$ cat config.mk
export PLATFORM = sky130hd
export DESIGN_NAME = row_hist_dual
export DESIGN_NICKNAME = d
export VERILOG_FILES = /design/src/rtl/rowhist_pkg.sv /design/src/rtl/rowhist_steer.sv /design/src/rtl/rowhist_bank.sv /design/src/rtl/rowhist_outmux.sv /design/src/rtl/row_hist_dual.sv
export SDC_FILE = /design/constraint.sdc
export NUM_CORES = 1
export LEC_CHECK = 0
export BUFFER_PORTS_ARGS = -buffer_cell sky130_fd_sc_hd__buf_4
export CAP_MARGIN = 40
export CORE_ASPECT_RATIO = 2
export CORE_UTILIZATION = 35
export DETAILED_ROUTE_END_ITERATION = 8
export PLACE_DENSITY = 0.61
export SLEW_MARGIN = 20
export SYNTH_ARGS = -nofsm -noshare
export SYNTH_HDL_FRONTEND = slang
export SYNTH_SLANG_ARGS = --single-unit
$ cat constraint.sdc
create_clock -name clk -period 6.2 [get_ports clk]
set_input_delay 1.24 -clock clk [delete_from_list [all_inputs] [get_ports clk]]
set_output_delay 1.24 -clock clk [all_outputs]
set_load 0.05 [all_outputs]
$ cat src/rtl/rowhist_pkg.sv
// Package: rowhist_pkg
// Shared sizing for the dual-bank row histogram. It assumes a group size that
// is a power of two and a sum width that can hold GROUP times the largest
// magnitude.
package rowhist_pkg;
    localparam int NBINS  = 9;   // orientation bins per histogram
    localparam int IDX_W  = 4;   // width of the bin index
    localparam int MAG_W  = 9;   // width of a pixel magnitude
    localparam int SUM_W  = 16;  // width of one bin sum
    localparam int GROUP  = 8;   // valid pixels per histogram
    localparam int NBANKS = 2;   // accumulator banks in rotation
endpackage

$ cat src/rtl/rowhist_steer.sv
// Module: rowhist_steer
// Counts valid pixels and routes each group of GROUP pixels to one bank,
// moving to the next bank in turn whenever a group completes. It assumes
// GROUP is a power of two, so the counter wraps on its own, and NBANKS >= 2.
module rowhist_steer #(
    parameter int GROUP  = 8,
    parameter int NBANKS = 2
) (
    input  logic              clk,
    input  logic              rst_n,
    input  logic              px_valid,
    output logic [NBANKS-1:0] bank_acc,
    output logic              group_last
);
    localparam int CNT_W = $clog2(GROUP);
    localparam int SEL_W = (NBANKS > 1) ? $clog2(NBANKS) : 1;

    logic [CNT_W-1:0] cnt_q;
    logic [SEL_W-1:0] sel_q;
    logic             wrap;

    // Purpose: detect the last pixel of the current group
    always_comb begin
        wrap       = (cnt_q == CNT_W'(GROUP - 1));
        group_last = px_valid && wrap;
    end

    // Purpose: one-hot accumulate enable for the bank that owns this pixel
    always_comb begin
        bank_acc = '0;
        for (int b = 0; b < NBANKS; b++) begin
            if (px_valid && (sel_q == SEL_W'(b))) bank_acc[b] = 1'b1;
        end
    end

    // Purpose: advance the pixel counter and rotate banks on wrap
    always_ff @(posedge clk) begin
        if (!rst_n) begin
            cnt_q <= '0;
            sel_q <= '0;
        end else if (px_valid) begin
            cnt_q <= cnt_q + CNT_W'(1);
            if (wrap) begin
                sel_q <= (sel_q == SEL_W'(NBANKS - 1)) ? '0 : sel_q + SEL_W'(1);
            end
        end
    end
endmodule

$ cat src/rtl/rowhist_bank.sv
// Module: rowhist_bank
// One accumulator bank with NBINS bin registers. It adds the pixel magnitude
// to the bin that the index selects and ignores indices of NBINS or more.
// After the last pixel it presents its sums for one cycle and clears them
// in the cycle after that. It assumes the steering logic never sends it a
// pixel while it is clearing.
module rowhist_bank #(
    parameter int NBINS = 9,
    parameter int IDX_W = 4,
    parameter int MAG_W = 9,
    parameter int SUM_W = 16
) (
    input  logic                   clk,
    input  logic                   rst_n,
    input  logic                   acc_en,
    input  logic                   last,
    input  logic [MAG_W-1:0]       mag,
    input  logic [IDX_W-1:0]       idx,
    output logic                   presenting,
    output logic                   clearing,
    output logic [NBINS*SUM_W-1:0] sums
);
    // Purpose: sequence the present cycle and the clear cycle after a group
    always_ff @(posedge clk) begin
        if (!rst_n) begin
            presenting <= 1'b0;
            clearing   <= 1'b0;
        end else begin
            presenting <= acc_en && last;
            clearing   <= presenting;
        end
    end

    for (genvar k = 0; k < NBINS; k++) begin : g_bin
        logic [SUM_W-1:0] acc_q;
        logic             hit;

        // Purpose: decode whether this pixel belongs to bin k
        always_comb hit = acc_en && (idx == IDX_W'(k));

        // Purpose: accumulate or clear bin k
        always_ff @(posedge clk) begin
            if (!rst_n) begin
                acc_q <= '0;
            end else if (clearing) begin
                acc_q <= '0;
            end else if (hit) begin
                acc_q <= acc_q + SUM_W'(mag);
            end
        end

        assign sums[k*SUM_W +: SUM_W] = acc_q;
    end
endmodule

$ cat src/rtl/rowhist_outmux.sv
// Module: rowhist_outmux
// Forwards the sums of whichever bank is presenting and drives zeros when no
// bank is. It assumes at most one bank presents in any cycle.
module rowhist_outmux #(
    parameter int NBANKS = 2,
    parameter int W      = 144
) (
    input  logic [NBANKS-1:0]   present,
    input  logic [NBANKS*W-1:0] bank_sums,
    output logic                out_valid,
    output logic [W-1:0]        out_data
);
    // Purpose: AND-OR select of the presenting bank
    always_comb begin
        out_data = '0;
        for (int b = 0; b < NBANKS; b++) begin
            if (present[b]) out_data = out_data | bank_sums[b*W +: W];
        end
        out_valid = |present;
    end
endmodule

$ cat src/rtl/row_hist_dual.sv
// Module: row_hist_dual
// Top level of the dual-bank row histogram. It takes one pixel tuple per
// clock and sends each group of GROUP valid pixels to one of NBANKS
// accumulator banks in turn. A group's nine-bin histogram appears on the
// cycle after its last pixel. It assumes SUM_W can hold GROUP*(2**MAG_W-1).
module row_hist_dual
    import rowhist_pkg::*;
#(
    parameter int P_NBINS  = NBINS,
    parameter int P_IDX_W  = IDX_W,
    parameter int P_MAG_W  = MAG_W,
    parameter int P_SUM_W  = SUM_W,
    parameter int P_GROUP  = GROUP,
    parameter int P_NBANKS = NBANKS
) (
    input  logic                       clk,
    input  logic                       rst_n,
    input  logic                       px_valid,
    input  logic [P_MAG_W-1:0]         px_mag,
    input  logic [P_IDX_W-1:0]         px_bin,
    output logic                       hist_valid,
    output logic [P_NBINS*P_SUM_W-1:0] hist_bins
);
    localparam int HIST_W = P_NBINS * P_SUM_W;

    logic [P_NBANKS-1:0]        bank_acc;
    logic                       group_last;
    logic [P_NBANKS-1:0]        bank_present;
    logic [P_NBANKS-1:0]        bank_clear;
    logic [P_NBANKS*HIST_W-1:0] bank_sums;

    rowhist_steer #(
        .GROUP (P_GROUP),
        .NBANKS(P_NBANKS)
    ) u_steer (
        .clk       (clk),
        .rst_n     (rst_n),
        .px_valid  (px_valid),
        .bank_acc  (bank_acc),
        .group_last(group_last)
    );

    for (genvar b = 0; b < P_NBANKS; b++) begin : g_bank
        rowhist_bank #(
            .NBINS(P_NBINS),
            .IDX_W(P_IDX_W),
            .MAG_W(P_MAG_W),
            .SUM_W(P_SUM_W)
        ) u_bank (
            .clk       (clk),
            .rst_n     (rst_n),
            .acc_en    (bank_acc[b]),
            .last      (group_last),
            .mag       (px_mag),
            .idx       (px_bin),
            .presenting(bank_present[b]),
            .clearing  (bank_clear[b]),
            .sums      (bank_sums[b*HIST_W +: HIST_W])
        );
    end

    rowhist_outmux #(
        .NBANKS(P_NBANKS),
        .W     (HIST_W)
    ) u_outmux (
        .present  (bank_present),
        .bank_sums(bank_sums),
        .out_valid(hist_valid),
        .out_data (hist_bins)
    );
endmodule

==> flow_summary.rst <==
.. list-table::
   :header-rows: 1

   * - Metric
     - Value
   * - Setup repair after global routing missed its margin
     - false
   * - Peak fanout along the critical path
     - 58
   * - Largest net degree at the start of global routing
     - 69
   * - Max-capacitance violation count
     - 0
   * - Fraction of layout cells with a size suffix above 1
     - 10.88%
   * - Min-Delay Endpoint
     - g_bank[1].u_bank.g_bin[3].acc_q[4]
   * - CTS root buf
     - sky130_fd_sc_hd__clkbuf_16
   * - Data required time of the worst path
     - 4.96 ns
   * - Num Clock Sinks
     - 296
   * - Pwr Density
     - 189.2 nW/um^2
   * - CTS buffer count
     - 30
   * - Post-Syn Area
     - 19940 um^2
   * - Total congestion overflow after global routing
     - 0
   * - Clock edge transition at the registers on the reported setup and hold paths
     - 0.07 ns
   * - Clock latency on the worst-skew pair
     - 0.61 ns
   * - Wirelength per Cell
     - 20.05 um
   * - Drt pass-1 iters
     - 5
   * - Reg-to-reg startpoint
     - u_steer.sel_q
   * - Antenna-violating nets left
     - 0
   * - Vertical extent of the die
     - 339.5 um
   * - Post-Route Hold Slack
     - 0.4740 ns
   * - Reg2reg end
     - g_bank[1].u_bank.g_bin[6].acc_q[14]
   * - Fin. max-slew vios
     - 0
   * - Count of buffers inserted at the top-level ports
     - 160
   * - Post-route insts no fill
     - 3352
   * - Number of placement rows
     - 123
   * - Number of global-route vias before repair
     - 19410
   * - Total Wirelength
     - 67.22 mm
   * - Async SR Flop Fraction
     - 0%
   * - Critical Path Source Type
     - flip-flop
   * - Crit path cell chain
     - buf_16 -> buf_4 -> a22o_1 -> buf_4
   * - Total routing usage reported by global routing
     - 23.03%
   * - Sequential element share of the synthesized area
     - 29.72%
   * - Half-perimeter wire length after detailed placement
     - 48.67 mm
   * - Number of nets at the end of the flow
     - 2776
   * - Pre-CTS setup slack
     - 2.219 ns
   * - Outcome
     - finished clean
   * - Worst Setup Path Type
     - reg -> out
   * - Final Hold Violating Endpoints
     - 0
   * - Resized Gates After CTS
     - 0
   * - Syn. warnings
     - 0
   * - Top library cells by usage in the layout, fill and taps aside
     - sky130_fd_sc_hd__nand2_1 (309), sky130_fd_sc_hd__dfxtp_1 (294), sky130_fd_sc_hd__a21oi_1 (251)
   * - Antenna violations before repair
     - 1
   * - Standard cell core area
     - 56330 um^2
   * - Worst clock skew
     - 0.03546 ns
   * - Average instance area after synthesis
     - 8.092 um^2
   * - Setup_tns
     - 0 ns
   * - Relative max-transition margin
     - 42.93%
   * - CP bufs+invs
     - 3
   * - Buffer levels on the longest clock path
     - 3
   * - Die Width
     - 170.8 um
   * - Dominant synthesized flop cell
     - sky130_fd_sc_hd__dfxtp_1
   * - Inst Count DP
     - 3294
   * - Static power due to leakage
     - 8.732 nW
   * - DRC errors left
     - 0
   * - Number of levels the H-tree was split into
     - 1
   * - Crit. End Element
     - primary output
   * - Peak VDD IR
     - 0.1772 mV
   * - Number of setup buffers added after CTS
     - 0
   * - Delay of the slowest cell on the worst path
     - 0.51 ns
   * - Layout-stage area growth over the synthesis result
     - 15.73%
   * - Clock period minus worst slack
     - 3.795 ns
   * - Total number of vias
     - 19310
   * - Effective utilization at floorplan
     - 35.40%
   * - Max Clk Rate
     - 0.2635 GHz
   * - Via density
     - 5.761
   * - Measured slew at the worst slew-check pin
     - 0.8529 ns
   * - CP most frequent cell
     - sky130_fd_sc_hd__buf_4
   * - Detailed router's first-iteration violation count
     - 1166
   * - Number of unique standard cell types used by synthesis
     - 77
   * - Number of top-level design ports
     - 161
   * - Post-synth EDFFs
     - 0
   * - Category of cells accounting for the largest share of critical-path delay
     - buffers and inverters
   * - Post-synthesis cell count
     - 2464
   * - Setup slack of the most critical reg-to-reg path
     - 3.43 ns
   * - Number of hold-repair buffers added at the cts stage
     - 0
   * - Worst hold path startpoint
     - g_bank[1].u_bank.g_bin[3].acc_q[4]
   * - Setup violation total in the final timing report
     - 0
   * - Area share of the largest cell type after synthesis
     - 29.72%
   * - Launch point of the critical path
     - g_bank[0].u_bank.presenting
   * - Clock tree from TritonCTS
     - done
   * - Highest-delay cell along the critical path
     - sky130_fd_sc_hd__buf_4
   * - Die footprint
     - 57980 um^2
   * - Wire length of the first global-routing pass
     - 104.6 mm
   * - Portion of the clock cycle consumed by the worst path in the final layout
     - 61.21%
   * - Most common cell after layout, fill and taps aside
     - sky130_fd_sc_hd__nand2_1
   * - Number of register bits inferred by synthesis
     - 296
   * - Count of cells along the worst register-to-register path
     - 6
   * - Signal arrival time at the worst endpoint
     - 2.55 ns
   * - Post-layout worst setup margin
     - 2.405 ns
   * - Net count after synthesis
     - 2662
   * - Top cell type by total area after synthesis
     - sky130_fd_sc_hd__dfxtp_1
   * - Hold path depth
     - 2
   * - Largest cells by area after synthesis
     - sky130_fd_sc_hd__dfxtp_1 (30%), sky130_fd_sc_hd__ha_1 (10%), sky130_fd_sc_hd__a22o_1 (6.4%), sky130_fd_sc_hd__a21oi_1 (6.3%), sky130_fd_sc_hd__nand2_1 (5.8%)
   * - Class of the most critical hold timing path
     - reg -> reg
   * - Final weighted congestion in routability-driven placement
     - 0.8871
   * - Diode count
     - 0
cell type report:
class / count / area, um^2
Clock inverter: 16 / 272.8
Multi-Input combinational cell: 2011 / 13440
Timing Repair Buffer: 189 / 1489
Tap cell: 750 / 938.4
Inverter: 50 / 187.7
Clock buffer: 40 / 818.3
Fill cell: 5773 / 33250
Sequential cell: 296 / 5933
cell usage after synthesis, drive strengths merged, types with 7 or more instances:
| cell type | instances |
|---|---|
| a211o | 15 |
| a211oi | 50 |
| a21o | 29 |
| a21oi | 251 |
| a22o | 145 |
| a22oi | 13 |
| a31o | 7 |
| a31oi | 11 |
| and2 | 7 |
| buf | 19 |
| clkbuf | 88 |
| dfxtp | 296 |
| fa | 18 |
| ha | 164 |
| inv | 50 |
| mux2i | 10 |
| nand2 | 309 |
| nand2b | 17 |
| nand3 | 65 |
| nand3b | 8 |
| nand4 | 40 |
| nand4b | 8 |
| nor2 | 209 |
| nor2b | 32 |
| nor3 | 66 |
| nor3b | 11 |
| nor4 | 14 |
| o2111ai | 12 |
| o211ai | 40 |
| o21a | 29 |
| o21ai | 101 |
| o21bai | 19 |
| o221ai | 9 |
| o22ai | 14 |
| o31ai | 14 |
| or2 | 18 |
| or3 | 31 |
| or4 | 14 |
| xnor2 | 130 |
| xor2 | 29 |
per-layer routing:
metal	wire [um]	up-vias	GRT usage (%)
li1	-	9326	-
met1	25460	9248	24.80
met2	33980	526	41.44
met3	3064	209	2.705
met4	4710	2	15.58
met5	13	-	0
stage by stage:
stage / area, um^2 / utilization (%) / total power, mW
2_1_floorplan: 19940 / - / 2.205
3_3_place_gp: 21860 / 38.81 / 2.314
3_5_place_dp: 21950 / 38.97 / 2.328
4_1_cts: 23040 / 40.91 / 4.414
5_1_grt: 23070 / 40.97 / 4.512
6_report: 23070 / 40.97 / 4.366
registers in the layout, indices dropped and copies added, names as in the netlist:
| name | flops |
|---|---|
| g_bank.u_bank.clearing | 2 |
| g_bank.u_bank.g_bin.acc_q | 288 |
| g_bank.u_bank.presenting | 2 |
| u_steer.cnt_q | 3 |
| u_steer.sel_q | 1 |
worst max path at each step:
stage	to	depth (start not counted)	slack, ns
after floorplan	g_bank[0].u_bank.g_bin[6].acc_q[8]	8	3.10
after CTS	hist_bins[127]	3	2.16
after global placement	g_bank[0].u_bank.g_bin[7].acc_q[14]	9	2.31
after detailed placement	g_bank[0].u_bank.g_bin[7].acc_q[14]	9	2.22
after global routing	hist_bins[47]	4	2.35
final	hist_bins[33]	4	2.41
kinds of logic after synthesis:
group           share of synthesized area [%]
compound gates                          26.70
xor+xnor                                6.985
fa+ha+maj                               12.10
buf+inv                                 3.044
flops                                   29.72
mux                                    0.5021
simple gates                            20.95
worst min-delay path, delay by kind of cell, from the launching register on:
| family | cells | cell delay [ns] |
|---|---|---|
| simple gates | 1 | 0.06 |
| flops | 1 | 0.32 |
| compound gates | 1 | 0.05 |
power breakdown:
group	switching [mW]	internal [mW]	leakage, nW
clock	0.858	1.22	0.533
sequential	0.0159	1.91	2.39
combinational	0.237	0.122	5.81
No activity file was read; power rests on OpenSTA's default activity.
